## config.mk

```make
export PLATFORM = sky130hd
export DESIGN_NAME = pix_compositor
export DESIGN_NICKNAME = d
export VERILOG_FILES = /design/src/rtl/pix_comp_pkg.sv /design/src/rtl/pix_layer_gate.sv /design/src/rtl/pix_prio_sel.sv /design/src/rtl/pix_hit_detect.sv /design/src/rtl/pix_mono_mask.sv /design/src/rtl/pix_compositor.sv
export SDC_FILE = /design/constraint.sdc
export NUM_CORES = 1
export LEC_CHECK = 0
export ABC_AREA = 1
export BUFFER_PORTS_ARGS = -buffer_cell sky130_fd_sc_hd__buf_4
export CAP_MARGIN = 20
export CORE_MARGIN = 5
export CORE_UTILIZATION = 32
export CTS_CLUSTER_SIZE = 40
export DETAILED_ROUTE_END_ITERATION = 8
export MAX_ROUTING_LAYER = met4
export PLACE_DENSITY = 0.75
export SLEW_MARGIN = 40
export SYNTH_ARGS = -nofsm -noshare
export SYNTH_HDL_FRONTEND = slang
export SYNTH_SLANG_ARGS = --single-unit
```

## constraint.sdc

```tcl
create_clock -name clk_i -period 0.8 [get_ports clk_i]
set_clock_uncertainty 0.05 [all_clocks]
set_input_delay 0.08 -clock clk_i [delete_from_list [all_inputs] [get_ports clk_i]]
set_output_delay 0.08 -clock clk_i [all_outputs]
set_load 0.01 [all_outputs]
```

## src/rtl/pix_comp_pkg.sv

```systemverilog
package pix_comp_pkg;
  localparam int unsigned PAT_W   = 2;
  localparam int unsigned PAL_W   = 2;
  localparam int unsigned IDX_W   = 1 + PAL_W + PAT_W;
  localparam int unsigned CLR_W   = 6;
  localparam int unsigned EXT_W   = 4;
  localparam int unsigned COL_W   = 8;
  localparam int unsigned N_LAYER = 2;

  // mask byte bit positions
  localparam int unsigned M_MONO    = 0;
  localparam int unsigned M_BG_LEFT = 1;
  localparam int unsigned M_SP_LEFT = 2;
  localparam int unsigned M_BG_EN   = 3;
  localparam int unsigned M_SP_EN   = 4;
  localparam int unsigned M_EMPH_LO = 5;
  localparam int unsigned EMPH_W    = 3;

  typedef enum logic [1:0] {
    SRC_BACKDROP = 2'd0,
    SRC_BG       = 2'd1,
    SRC_SPR      = 2'd2
  } pix_src_e;

  typedef struct packed {
    logic [PAL_W-1:0] pal;
    logic [PAT_W-1:0] pat;
  } layer_px_t;
endpackage

```

## src/rtl/pix_layer_gate.sv

```systemverilog
module pix_layer_gate
  import pix_comp_pkg::*;
#(
  parameter int unsigned CW        = COL_W,
  parameter int unsigned CLIP_COLS = 8
) (
  input  layer_px_t       px_i,
  input  logic            en_i,
  input  logic            show_left_i,
  input  logic [CW-1:0]   col_i,
  output logic            opaque_o,
  output layer_px_t       px_o
);
  localparam logic [CW-1:0] CLIP_LIM = CW'(CLIP_COLS);

  logic in_left;
  logic drawn;

  assign in_left  = (col_i < CLIP_LIM);
  assign drawn    = en_i && (show_left_i || !in_left);
  assign opaque_o = drawn && (px_i.pat != '0);
  assign px_o     = opaque_o ? px_i : '0;
endmodule

```

## src/rtl/pix_prio_sel.sv

```systemverilog
module pix_prio_sel
  import pix_comp_pkg::*;
(
  input  layer_px_t        bg_i,
  input  logic             bg_op_i,
  input  layer_px_t        sp_i,
  input  logic             sp_op_i,
  input  logic             sp_behind_i,
  input  logic             ext_drive_i,
  input  logic [EXT_W-1:0] ext_in_i,
  output logic [IDX_W-1:0] idx_o,
  output pix_src_e         src_o
);
  logic [IDX_W-1:0] backdrop;

  assign backdrop = ext_drive_i ? '0 : IDX_W'(ext_in_i);

  always_comb begin
    if (sp_op_i && (!sp_behind_i || !bg_op_i)) src_o = SRC_SPR;
    else if (bg_op_i)                          src_o = SRC_BG;
    else                                       src_o = SRC_BACKDROP;
  end

  always_comb begin
    unique case (src_o)
      SRC_SPR:  idx_o = {1'b1, sp_i};
      SRC_BG:   idx_o = {1'b0, bg_i};
      default:  idx_o = backdrop;
    endcase
  end
endmodule

```

## src/rtl/pix_hit_detect.sv

```systemverilog
module pix_hit_detect
  import pix_comp_pkg::*;
#(
  parameter int unsigned CW = COL_W
) (
  input  logic          bg_op_i,
  input  logic          sp_op_i,
  input  logic          sp_zero_i,
  input  logic [CW-1:0] col_i,
  output logic          hit_o
);
  localparam logic [CW-1:0] LAST_COL = '1;

  assign hit_o = sp_zero_i && sp_op_i && bg_op_i && (col_i != LAST_COL);
endmodule

```

## src/rtl/pix_mono_mask.sv

```systemverilog
module pix_mono_mask
  import pix_comp_pkg::*;
#(
  parameter int unsigned W       = CLR_W,
  parameter int unsigned N_PATHS = 2
) (
  input  logic                    mono_i,
  input  logic [N_PATHS-1:0][W-1:0] d_i,
  output logic [N_PATHS-1:0][W-1:0] d_o
);
  // keep only the two luminance bits
  localparam logic [W-1:0] KEEP = {2'b11, {(W-2){1'b0}}};

  for (genvar p = 0; p < N_PATHS; p++) begin : g_path
    assign d_o[p] = mono_i ? (d_i[p] & KEEP) : d_i[p];
  end
endmodule

```

## src/rtl/pix_compositor.sv

```systemverilog
module pix_compositor
  import pix_comp_pkg::*;
(
  input  logic               clk_i,
  input  logic               rst_ni,
  input  logic [7:0]         mask_i,
  input  logic               ext_drive_i,
  input  logic [EXT_W-1:0]   ext_in_i,
  input  logic [COL_W-1:0]   col_i,
  input  logic [PAT_W-1:0]   bg_pat_i,
  input  logic [PAL_W-1:0]   bg_pal_i,
  input  logic [PAT_W-1:0]   spr_pat_i,
  input  logic [PAL_W-1:0]   spr_pal_i,
  input  logic               spr_behind_i,
  input  logic               spr_zero_i,
  input  logic [CLR_W-1:0]   pal_data_i,
  input  logic [CLR_W-1:0]   cpu_data_i,
  output logic [IDX_W-1:0]   pal_idx_o,
  output logic [CLR_W-1:0]   colour_o,
  output logic [CLR_W-1:0]   cpu_data_o,
  output logic [EXT_W-1:0]   ext_out_o,
  output logic               ext_oe_o,
  output logic [EMPH_W-1:0]  emph_o,
  output logic               hit_o
);
  localparam int unsigned L_BG = 0;
  localparam int unsigned L_SP = 1;

  layer_px_t              px_in  [N_LAYER];
  layer_px_t              px_gt  [N_LAYER];
  logic [N_LAYER-1:0]     lay_en;
  logic [N_LAYER-1:0]     lay_left;
  logic [N_LAYER-1:0]     lay_op;

  assign px_in[L_BG]    = '{pal: bg_pal_i,  pat: bg_pat_i};
  assign px_in[L_SP]    = '{pal: spr_pal_i, pat: spr_pat_i};
  assign lay_en[L_BG]   = mask_i[M_BG_EN];
  assign lay_en[L_SP]   = mask_i[M_SP_EN];
  assign lay_left[L_BG] = mask_i[M_BG_LEFT];
  assign lay_left[L_SP] = mask_i[M_SP_LEFT];

  for (genvar l = 0; l < N_LAYER; l++) begin : g_layer
    pix_layer_gate #(.CW(COL_W), .CLIP_COLS(8)) u_gate (
      .px_i        (px_in[l]),
      .en_i        (lay_en[l]),
      .show_left_i (lay_left[l]),
      .col_i       (col_i),
      .opaque_o    (lay_op[l]),
      .px_o        (px_gt[l])
    );
  end

  logic [IDX_W-1:0] idx_d;
  pix_src_e         src_d;
  logic             hit_d;

  pix_prio_sel u_sel (
    .bg_i        (px_gt[L_BG]),
    .bg_op_i     (lay_op[L_BG]),
    .sp_i        (px_gt[L_SP]),
    .sp_op_i     (lay_op[L_SP]),
    .sp_behind_i (spr_behind_i),
    .ext_drive_i (ext_drive_i),
    .ext_in_i    (ext_in_i),
    .idx_o       (idx_d),
    .src_o       (src_d)
  );

  pix_hit_detect #(.CW(COL_W)) u_hit (
    .bg_op_i   (lay_op[L_BG]),
    .sp_op_i   (lay_op[L_SP]),
    .sp_zero_i (spr_zero_i),
    .col_i     (col_i),
    .hit_o     (hit_d)
  );

  logic [1:0][CLR_W-1:0] mm_in, mm_out;
  assign mm_in = {cpu_data_i, pal_data_i};

  pix_mono_mask #(.W(CLR_W), .N_PATHS(2)) u_mono (
    .mono_i (mask_i[M_MONO]),
    .d_i    (mm_in),
    .d_o    (mm_out)
  );

  assign colour_o   = mm_out[0];
  assign cpu_data_o = mm_out[1];

  logic [EXT_W-1:0] ext_d;
  assign ext_d = ext_drive_i ? idx_d[EXT_W-1:0] : '0;

  always_ff @(posedge clk_i or negedge rst_ni) begin
    if (!rst_ni) begin
      pal_idx_o <= '0;
      hit_o     <= 1'b0;
      ext_out_o <= '0;
      ext_oe_o  <= 1'b0;
      emph_o    <= '0;
    end else begin
      pal_idx_o <= idx_d;
      hit_o     <= hit_d;
      ext_out_o <= ext_d;
      ext_oe_o  <= ext_drive_i;
      emph_o    <= mask_i[M_EMPH_LO +: EMPH_W];
    end
  end

  logic unused_src;
  assign unused_src = ^src_d;
endmodule

```

==> metrics.md, run 1 <==
| Metric | Value |
|---|---|
| Synth Cell Area | 747.0 um^2 |
| Worst setup SP type | flop |
| Post-synth top area share | 46.90% |
| Starting DRC count in detailed routing | 7 |
| Area growth syn-to-layout | 110.0% |
| Worst-path maximum fanout | 1 |
| # diodes | 0 |
| Setup crit end kind | output port |
| Ranking of synthesized cells by area | dfrtp_1 (47%), inv_1 (11%), nor2_1 (8.5%) |
| Syn_nets | 141 |
| First-pass detailed-route iteration total | 4 |
| Delay of the slowest critical-path stage | 380 ps |
| Final ANT Viol Nets | 0 |
| Row cnt | 17 |
| Post-route cell area | 1569 um^2 |
| Final HPWL DP | 1935 um |
| CTS max path bufs | 2 |
| Clock slew at reported path FFs | 70 ps |
| Worst-Margin Slew | 235.0 ps |
| Synth warn | 0 |
| Sequential-to-total area share from yosys stat | 46.90% |
| CP max-delay cell | dfrtp_1 |
| Initial Util | 33.77% |
| Mapped Avg Cell Area | 7.781 um^2 |
| Yosys top cell by area | dfrtp_1 |
| CTS Buf Count | 3 |
| Worst slew margin | 84.17% |
| Most frequent cells in the layout | buf_4 (51), buf_6 (21), inv_1 (20) |
| Via Count | 868 |
| RSZ-0062 raised after global routing | yes |
| Core Region | 2212 um^2 |
| First-pass GRT wire length | 3836 um |
| Vias in the first global route | 928 |
| Number of synthesized register bits | 14 |
| Max-cap check violation count | 0 |
| CP endpoint | pal_idx_o[2] |
| Total grt overflow | 0 |
| CTS H-tree depth | 1 |
| Vias per cell | 4.340 |
| Post-synth cell types | 18 |
| CTS Sinks | 14 |
| Routability cong. | 0.7223 |
| Commonest non-fill, non-tap cell in the layout | buf_4 |
| Cells after Synth | 96 |
| Worst path bufs/invs | 1 |
| Outcome | complete, but fails checks |
| Wirelength per Cell | 12.32 um |
| Overall Power | 1813 uW |
| Setup slack after layout | -98.61 ps |
| Top delay family on crit path | flip-flops |
| Final hold violation count | 0 |
| Die area | 3401 um^2 |
| WS Path Type | reg2out |
| Nets | 219 |
| Final Critical Period | 898.6 ps |
| Layout cells sized above 1 | 61.63% |
| Crit share post-route | 112.3% |
| Worst vdd ir | 0.8099 mV |
| Critical Path RT | 670 ps |
| Failing checks | negative setup slack |
| CP Cell Sequence | buf_6 |
| Peak Freq | 1.113 GHz |
| Initial antenna violation count | 0 |
| CP arrival | 770 ps |
| Die X | 58.32 um |
| HP Class | in2reg |
| Critical path depth | 1 |
| Lkg Pwr | 0.0008520 uW |
| Largest net degree at the start of global routing | 15 |
| PortBufs | 62 |
| CTS tree | built |
| Total GRT Usage | 15.00% |
| # setup viols final | 21 |
| Pwr dens | 1156 nW/um^2 |
| Fillcell total | 166 |
| DIE HEIGHT | 58.32 um |
| Pins Over Slew Limit | 0 |
| Drt drc | 0 |
| Placed Area | 1284 um^2 |
| IO Pins | 71 |
| Root buf cell | clkbuf_4 |
| Drt total wl | 2463 um |
| Setup TNS | -1464 ps |
| CP Launch Point | pal_idx_o[2] |
-- through the flow --
step | instances | setup slack [ps] | hold WS (ps) | utilization (%)
CTS | 199 | -118.9 | 16.83 | 67.36
global route | 200 | -142.3 | 79.25 | 70.93
global placement | 189 | -294.9 | -119.3 | 58.03
detailed placement | 189 | -348.9 | -118.8 | 58.03
finish | 200 | -98.61 | 53.72 | 70.93
floorplan | 96 | -94.83 | -265.6 | -
-- logic make-up after synthesis --
kind of cell,count (synthesis),synth area share (%)
simple gates,50,33.50
buf+inv,28,16.08
compound gates,4,3.517
flops,14,46.90
-- flip-flops by register name, indices dropped and copies added, names as in the netlist --
signal,flops
pal_idx_o,5
ext_out_o,4
emph_o,3
ext_oe_o,1
hit_o,1
-- per-layer routing --
layer | part of all wire [%] | track usage, % | routed length (um)
met1 | 36 | 15.64 | 881
met2 | 53 | 28.55 | 1315
met3 | 10 | 2.193 | 256
met4 | 0.37 | 4.636 | 9
met5 | 0 | - | 0
-- power by group --
group	switching [uW]	total [uW]	internal, uW
combinational	282	675	393
clock	180	354	174
sequential	24.2	784	760
-- cells in the mapped netlist --
cell type	number
nand2_1	9
clkbuf_1	1
nand4_1	3
buf_4	4
nand2_2	2
nor2_2	7
nor2_1	17
inv_1	22
nand4_2	1
o21ai_1	1
o21ai_0	1
dfrtp_1	14
o21ai_2	1
nor3_1	1
nand3_1	6
nand3b_1	4
inv_2	1
o21a_1	1
-- final cells by class --
| class | count | area (um^2) | share of cell area, % |
|---|---|---|---|
| clock buffers | 3 | 22.52 | 1.435 |
| inverters | 23 | 91.34 | 5.821 |
| multi-input cells | 54 | 385.4 | 24.56 |
| flip-flops and latches | 14 | 350.3 | 22.33 |
| well taps | 28 | 35.03 | 2.233 |
| repair buffers | 78 | 684.4 | 43.62 |
-- worst min path at each step --
stage                          start  slack, ps            to  cells after the start
after CTS                 spr_zero_i         20         hit_o                      3
after global routing      spr_zero_i         80         hit_o                      3
after detailed placement      rst_ni       -120  ext_out_o[1]                      1
after global placement        rst_ni       -120  ext_out_o[1]                      1
after floorplan               rst_ni       -270     emph_o[0]                      0
final                     spr_zero_i         50         hit_o                      3
-- tightest hold or removal path, delay by kind of cell --
| family | cells | cell delay (ps) |
|---|---|---|
| AO/OA/AOI/OAI | 1 | 100 |
| buffers and inverters | 1 | 110 |
| AND/OR/NAND/NOR | 1 | 40 |
-- repair_timing --
action / in CTS / in global routing
setup buffers: 2 / 2
gates resized for setup: 29 / 21
hold buffers: 5 / 0
endpoints found under the setup margin: 22 / 23
hold endpoints to repair: 18 / 0
pin swaps: 12 / 11
Note: power is estimated with default switching activity, not from simulation.
==> run 2, diff against run 1 <==
==> constraint.sdc (replaced) <==
create_clock -name clk_i -period 0.8 [get_ports clk_i]
set_clock_uncertainty 0.05 [all_clocks]
set_input_delay 0.16 -clock clk_i [delete_from_list [all_inputs] [get_ports clk_i]]
set_output_delay 0.16 -clock clk_i [all_outputs]
set_load 0.01 [all_outputs]
==> metrics.md, run 2 (synthesis results as in run 1) <==
| Metric | Value |
|---|---|
| # setup viols final | 23 (+9.5%) |
| Largest net degree at the start of global routing | 15 (unchanged) |
| CTS Buf Count | 3 (unchanged) |
| RSZ-0062 raised after global routing | yes |
| Setup crit end kind | output port |
| IO Pins | 71 (unchanged) |
| HP Class | in2reg |
| DIE HEIGHT | 58.32 um (unchanged) |
| Worst-path maximum fanout | 1 (unchanged) |
| Starting DRC count in detailed routing | 8 (+1) |
| Lkg Pwr | 0.0008462 uW (-0.68%) |
| Die X | 58.32 um (unchanged) |
| Outcome | complete, but fails checks |
| Row cnt | 17 (unchanged) |
| CP Cell Sequence | buf_6 |
| Crit share post-route | 122.3% (+9.9 points) |
| Non-Filler Instances | 198 (-1.0%) |
| CP max-delay cell | dfrtp_1 |
| Placed Area | 1284 um^2 (unchanged) |
| Peak Freq | 1.022 GHz (-8.1%) |
| First-pass detailed-route iteration total | 4 (unchanged) |
| Top delay family on crit path | flip-flops |
| Commonest non-fill, non-tap cell in the layout | buf_4 |
| Post-route cell area | 1563 um^2 (-0.40%) |
| Vias per cell | 4.414 (+1.7%) |
| Max-cap check violation count | 0 (unchanged) |
| Routability cong. | 0.7237 (+0.19%) |
| Initial antenna violation count | 0 (unchanged) |
| Failing checks | negative setup slack |
| Worst path bufs/invs | 1 (unchanged) |
| Final ANT Viol Nets | 0 (unchanged) |
| CTS tree | built |
| Final Critical Period | 978.2 ps (+79.60 ps) |
| Top flop regs | pal_idx_o x5, ext_out_o x4, emph_o x3 |
| Total grt overflow | 0 (unchanged) |
| DP Worst Slack | -424.1 ps (-75.18 ps) |
| Worst vdd ir | 0.7250 mV (-10%) |
| Area growth syn-to-layout | 109.2% |
| Pwr dens | 1157 nW/um^2 (about the same) |
| CTS max path bufs | 2 (unchanged) |
| Vias in the first global route | 915 (-1.4%) |
| Layout cells sized above 1 | 61.76% (+0.14 points) |
| Final hold violation count | 0 (unchanged) |
| Worst slew margin | 84.70% (+0.53 points) |
| Most frequent cells in the layout | buf_4 (49), inv_1 (21), buf_6 (20) |
| Worst-Margin Slew | 228.6 ps (-6.374 ps) |
| Drt total wl | 2488 um (+1.0%) |
| Core Region | 2212 um^2 (unchanged) |
| First-pass GRT wire length | 3691 um (-3.8%) |
| Total GRT Usage | 14.14% (-0.86 points) |
| Max reg flops | 5 (unchanged) |
| Setup slack after layout | -178.2 ps (-79.60 ps) |
| CTS H-tree depth | 1 (unchanged) |
| Drt drc | 0 (unchanged) |
| Clock slew at reported path FFs | 70 ps (about the same) |
| Delay of the slowest critical-path stage | 380 ps (about the same) |
| Initial Util | 33.77% (unchanged) |
| Wirelength per Cell | 12.57 um (+2.0%) |
| CP arrival | 770 ps (about the same) |
| Placed insts | 189 (unchanged) |
| Root buf cell | clkbuf_4 |
| Final HPWL DP | 1925 um (-0.51%) |
| WS Path Type | reg2out |
| PortBufs | 62 (unchanged) |
| Nets | 217 (-0.91%) |
| Largest register by flop count | pal_idx_o |
| Via Count | 874 (+0.69%) |
| Worst setup SP type | flop |
| # diodes | 0 (unchanged) |
| Critical Path RT | 590 ps (-80 ps) |
| Die area | 3401 um^2 (unchanged) |
| Pins Over Slew Limit | 0 (unchanged) |
| Overall Power | 1808 uW (-0.31%) |
| CTS Sinks | 14 (unchanged) |
| Final hold slack | 97.94 ps (+44.21 ps) |
[run 2: power breakdown]
group	switching, uW	total [uW]	internal [uW]
logic	283	672	389
clock network	178	352	174
registers	23.9	784	760
[run 2: cell type report]
cell class                 count  area, um^2
timing repair buffer          76       673.1
tap                           28       35.03
fill                         167       649.4
sequential                    14       350.3
inverter                      23       88.84
multi-input combinational     54       392.9
clock buffer                   3       22.52
[run 2: worst paths after layout]
check / startpoint / end / slack (ps) / depth (start not counted)
min in group asynchronous: rst_ni / ext_out_o[0] / 230 / 2
worst min-delay path: spr_zero_i / hit_o / 100 / 3
worst max-delay path: hit_o / hit_o / -180 / 1
max in group asynchronous: rst_ni / ext_oe_o / 310 / 2
[run 2: stage by stage]
stage,TNS (ps),utilization (%)
after floorplan,-1363,-
after global placement,-3369,58.03
after detailed placement,-3759,58.03
after CTS,-3173,65.44
after global routing,-4349,70.64
final,-3448,70.64
[run 2: layer usage]
metal  global-route usage [%]  vias to the layer above  wire [um]
met5                        -                        -          0
met2                    26.16                       52       1309
met4                    4.636                        0         22
met3                    2.632                        6        286
met1                    14.93                      382        870
li1                         -                      434          -
[run 2: timing repair]
action / 4_1_cts / 5_1_grt
setup endpoints to repair: 23 / 24
pin swaps: 8 / 18
hold buffers: 5 / 0
setup buffers: 1 / 1
endpoints found under the hold margin: 18 / 0
gates resized for setup: 23 / 29
==> run 3, diff against run 2 <==
Clock period 0.8 ns to 0.85 ns, I/O delays scaled along.
==> metrics.md, run 3 (synthesis results as in run 1) <==
| Metric | Value |
|---|---|
| Top flop regs | pal_idx_o x5, ext_out_o x4, emph_o x3 |
| # setup viols final | 22 (-4.3%) |
| Max-cap check violation count | 0 (unchanged) |
| Most frequent cells in the layout | buf_4 (52), inv_1 (19), buf_6 (19) |
| Die area | 3401 um^2 (unchanged) |
| Commonest non-fill, non-tap cell in the layout | buf_4 |
| Vias per cell | 4.365 (-1.1%) |
| CTS tree | built |
| Root buf cell | clkbuf_4 |
| CTS Sinks | 14 (unchanged) |
| CTS max path bufs | 2 (unchanged) |
| Worst path bufs/invs | 1 (unchanged) |
| Drt drc | 0 (unchanged) |
| Multi-input gate area | 400.4 um^2 (+1.9%) |
| Clock slew at reported path FFs | 70 ps (about the same) |
| Final Critical Period | 988.2 ps |
| CP arrival | 770 ps (about the same) |
| Nets | 219 (+0.92%) |
| Placed Area | 1284 um^2 (unchanged) |
| Outcome | complete, but fails checks |
| Vias in the first global route | 928 (+1.4%) |
| CP max-delay cell | dfrtp_1 |
| # diodes | 0 (unchanged) |
| Layout cells sized above 1 | 63.37% (+1.6 points) |
| WS Path Type | reg2out |
| Worst-Margin Slew | 235.5 ps (+6.900 ps) |
| Crit share post-route | 116.3% |
| Pwr dens | 1083 nW/um^2 (-6.4%) |
| IO Pins | 71 (unchanged) |
| Starting DRC count in detailed routing | 8 (unchanged) |
| Drt total wl | 2452 um (-1.4%) |
| Final hold violation count | 0 (unchanged) |
| Total GRT Usage | 15.00% (+0.86 points) |
| Final HPWL DP | 1935 um (+0.51%) |
| Worst slew margin | 84.13% (-0.57 points) |
| Routability cong. | 0.7218 (-0.26%) |
| Fillcell total | 164 (-1.8%) |
| Pins Over Slew Limit | 0 (unchanged) |
| Critical Path RT | 630 ps (+40 ps) |
| Final ANT Viol Nets | 0 (unchanged) |
| Final Util | 71.61% (+0.96 points) |
| Initial Util | 33.77% (unchanged) |
| First-pass detailed-route iteration total | 4 (unchanged) |
| Die X | 58.32 um (unchanged) |
| HP Class | in2reg |
| Wirelength per Cell | 12.26 um (-2.4%) |
| CTS H-tree depth | 1 (unchanged) |
| Delay of the slowest critical-path stage | 380 ps (about the same) |
| Area growth syn-to-layout | 112.1% |
| CTS Buf Count | 3 (unchanged) |
| Setup slack after layout | -138.2 ps (+40.00 ps) |
| Register Area | 350.3 um^2 (unchanged) |
| Pint | 1253 uW (-5.3%) |
| CP Cell Sequence | buf_6 |
| Initial antenna violation count | 0 (unchanged) |
| Seq pwr share | 43.0% (-0.4 points) |
| Via Count | 873 (-0.11%) |
| Max reg flops | 5 (unchanged) |
| Post-route cell area | 1584 um^2 (+1.4%) |
| PortBufs | 62 (unchanged) |
| Core Region | 2212 um^2 (unchanged) |
| Row cnt | 17 (unchanged) |
| Lkg Pwr | 0.0008521 uW (+0.70%) |
| Combinational share of power | 37.6% (+0.4 points) |
| Top delay family on crit path | flip-flops |
| Worst-path maximum fanout | 1 (unchanged) |
| Net Sw Frac | 26.95% (+0.12 points) |
| Worst setup SP type | flop |
| First-pass GRT wire length | 3836 um (+3.9%) |
| Clock power frac | 19.4% (about the same) |
| P_sw | 462.1 uW (-4.7%) |
| Total grt overflow | 0 (unchanged) |
| Setup crit end kind | output port |
| RSZ-0062 raised after global routing | yes |
| Largest register by flop count | pal_idx_o |
| Peak Freq | 1.012 GHz |
| DIE HEIGHT | 58.32 um (unchanged) |
| Largest net degree at the start of global routing | 15 (unchanged) |
| Worst vdd ir | 0.7634 mV (+5.3%) |
| Failing checks | negative setup slack |
[run 3: cell types whose count changed in the layout (fill, tap and decap cells not counted), moves of 2 or more]
cell    delta
buf_4      +3
inv_1      -2
nor2_2     -3
nor2_1     +2
[run 3: final cells by class]
cell class	count	area share, %
Timing Repair Buffer	78	43.21
Inverter	23	5.766
Sequential cell	14	22.12
Tap cell	28	2.212
Clock buffer	3	1.422
Multi-Input combinational cell	54	25.28
[run 3: through the flow]
stage	total power (uW)	hold WS (ps)	setup TNS [ps]	worst slack, ps	std cells
4_1_cts	1683	106.8	-2297	-158.9	199
6_report	1715	145.5	-2321	-138.2	200
3_3_place_gp	1236	-29.29	-2972	-335.0	189
5_1_grt	1820	170.3	-3285	-176.8	200
2_1_floorplan	935.5	-175.6	-1043	-134.8	96
3_5_place_dp	1246	-28.76	-3407	-388.9	189
[run 3: path summary, 6_finish.rpt]
kind | startpoint | to | slack (ps) | cells after the start
worst max-delay path | pal_idx_o[2] | pal_idx_o[2] | -140 | 1
worst min-delay path | spr_zero_i | hit_o | 150 | 3
max in group asynchronous | rst_ni | emph_o[0] | 360 | 2
min in group asynchronous | rst_ni | ext_out_o[1] | 230 | 2
[run 3: repair_timing]
action,CTS,global route
gates cloned,0,0
resized for setup,31,24
endpoints found under the setup margin,22,23
endpoints found under the hold margin,18,0
hold buffers,5,0
setup buffers,2,2
pin swaps,13,17
[run 3: worst min-delay path, stage by stage]
cell and delay [ps]:
buf_4 110, o21ai_0 100, nor3_2 40
[run 3: metal layers]
metal / GRT usage [%] / up-vias / part of all wire, %
li1: - / 440 / -
met1: 15.64 / 377 / 35
met2: 28.55 / 50 / 54
met3: 2.193 / 6 / 11
met4: 4.636 / 0 / 1.0
met5: - / - / 0
[run 3: power groups by stage]
stage	sequential [uW]	combinational, uW	clock (uW)
floorplan	768	168	0
global placement	740	496	0
detailed placement	742	504	0
CTS	738	592	352
global route	743	700	377
finish	738	645	332
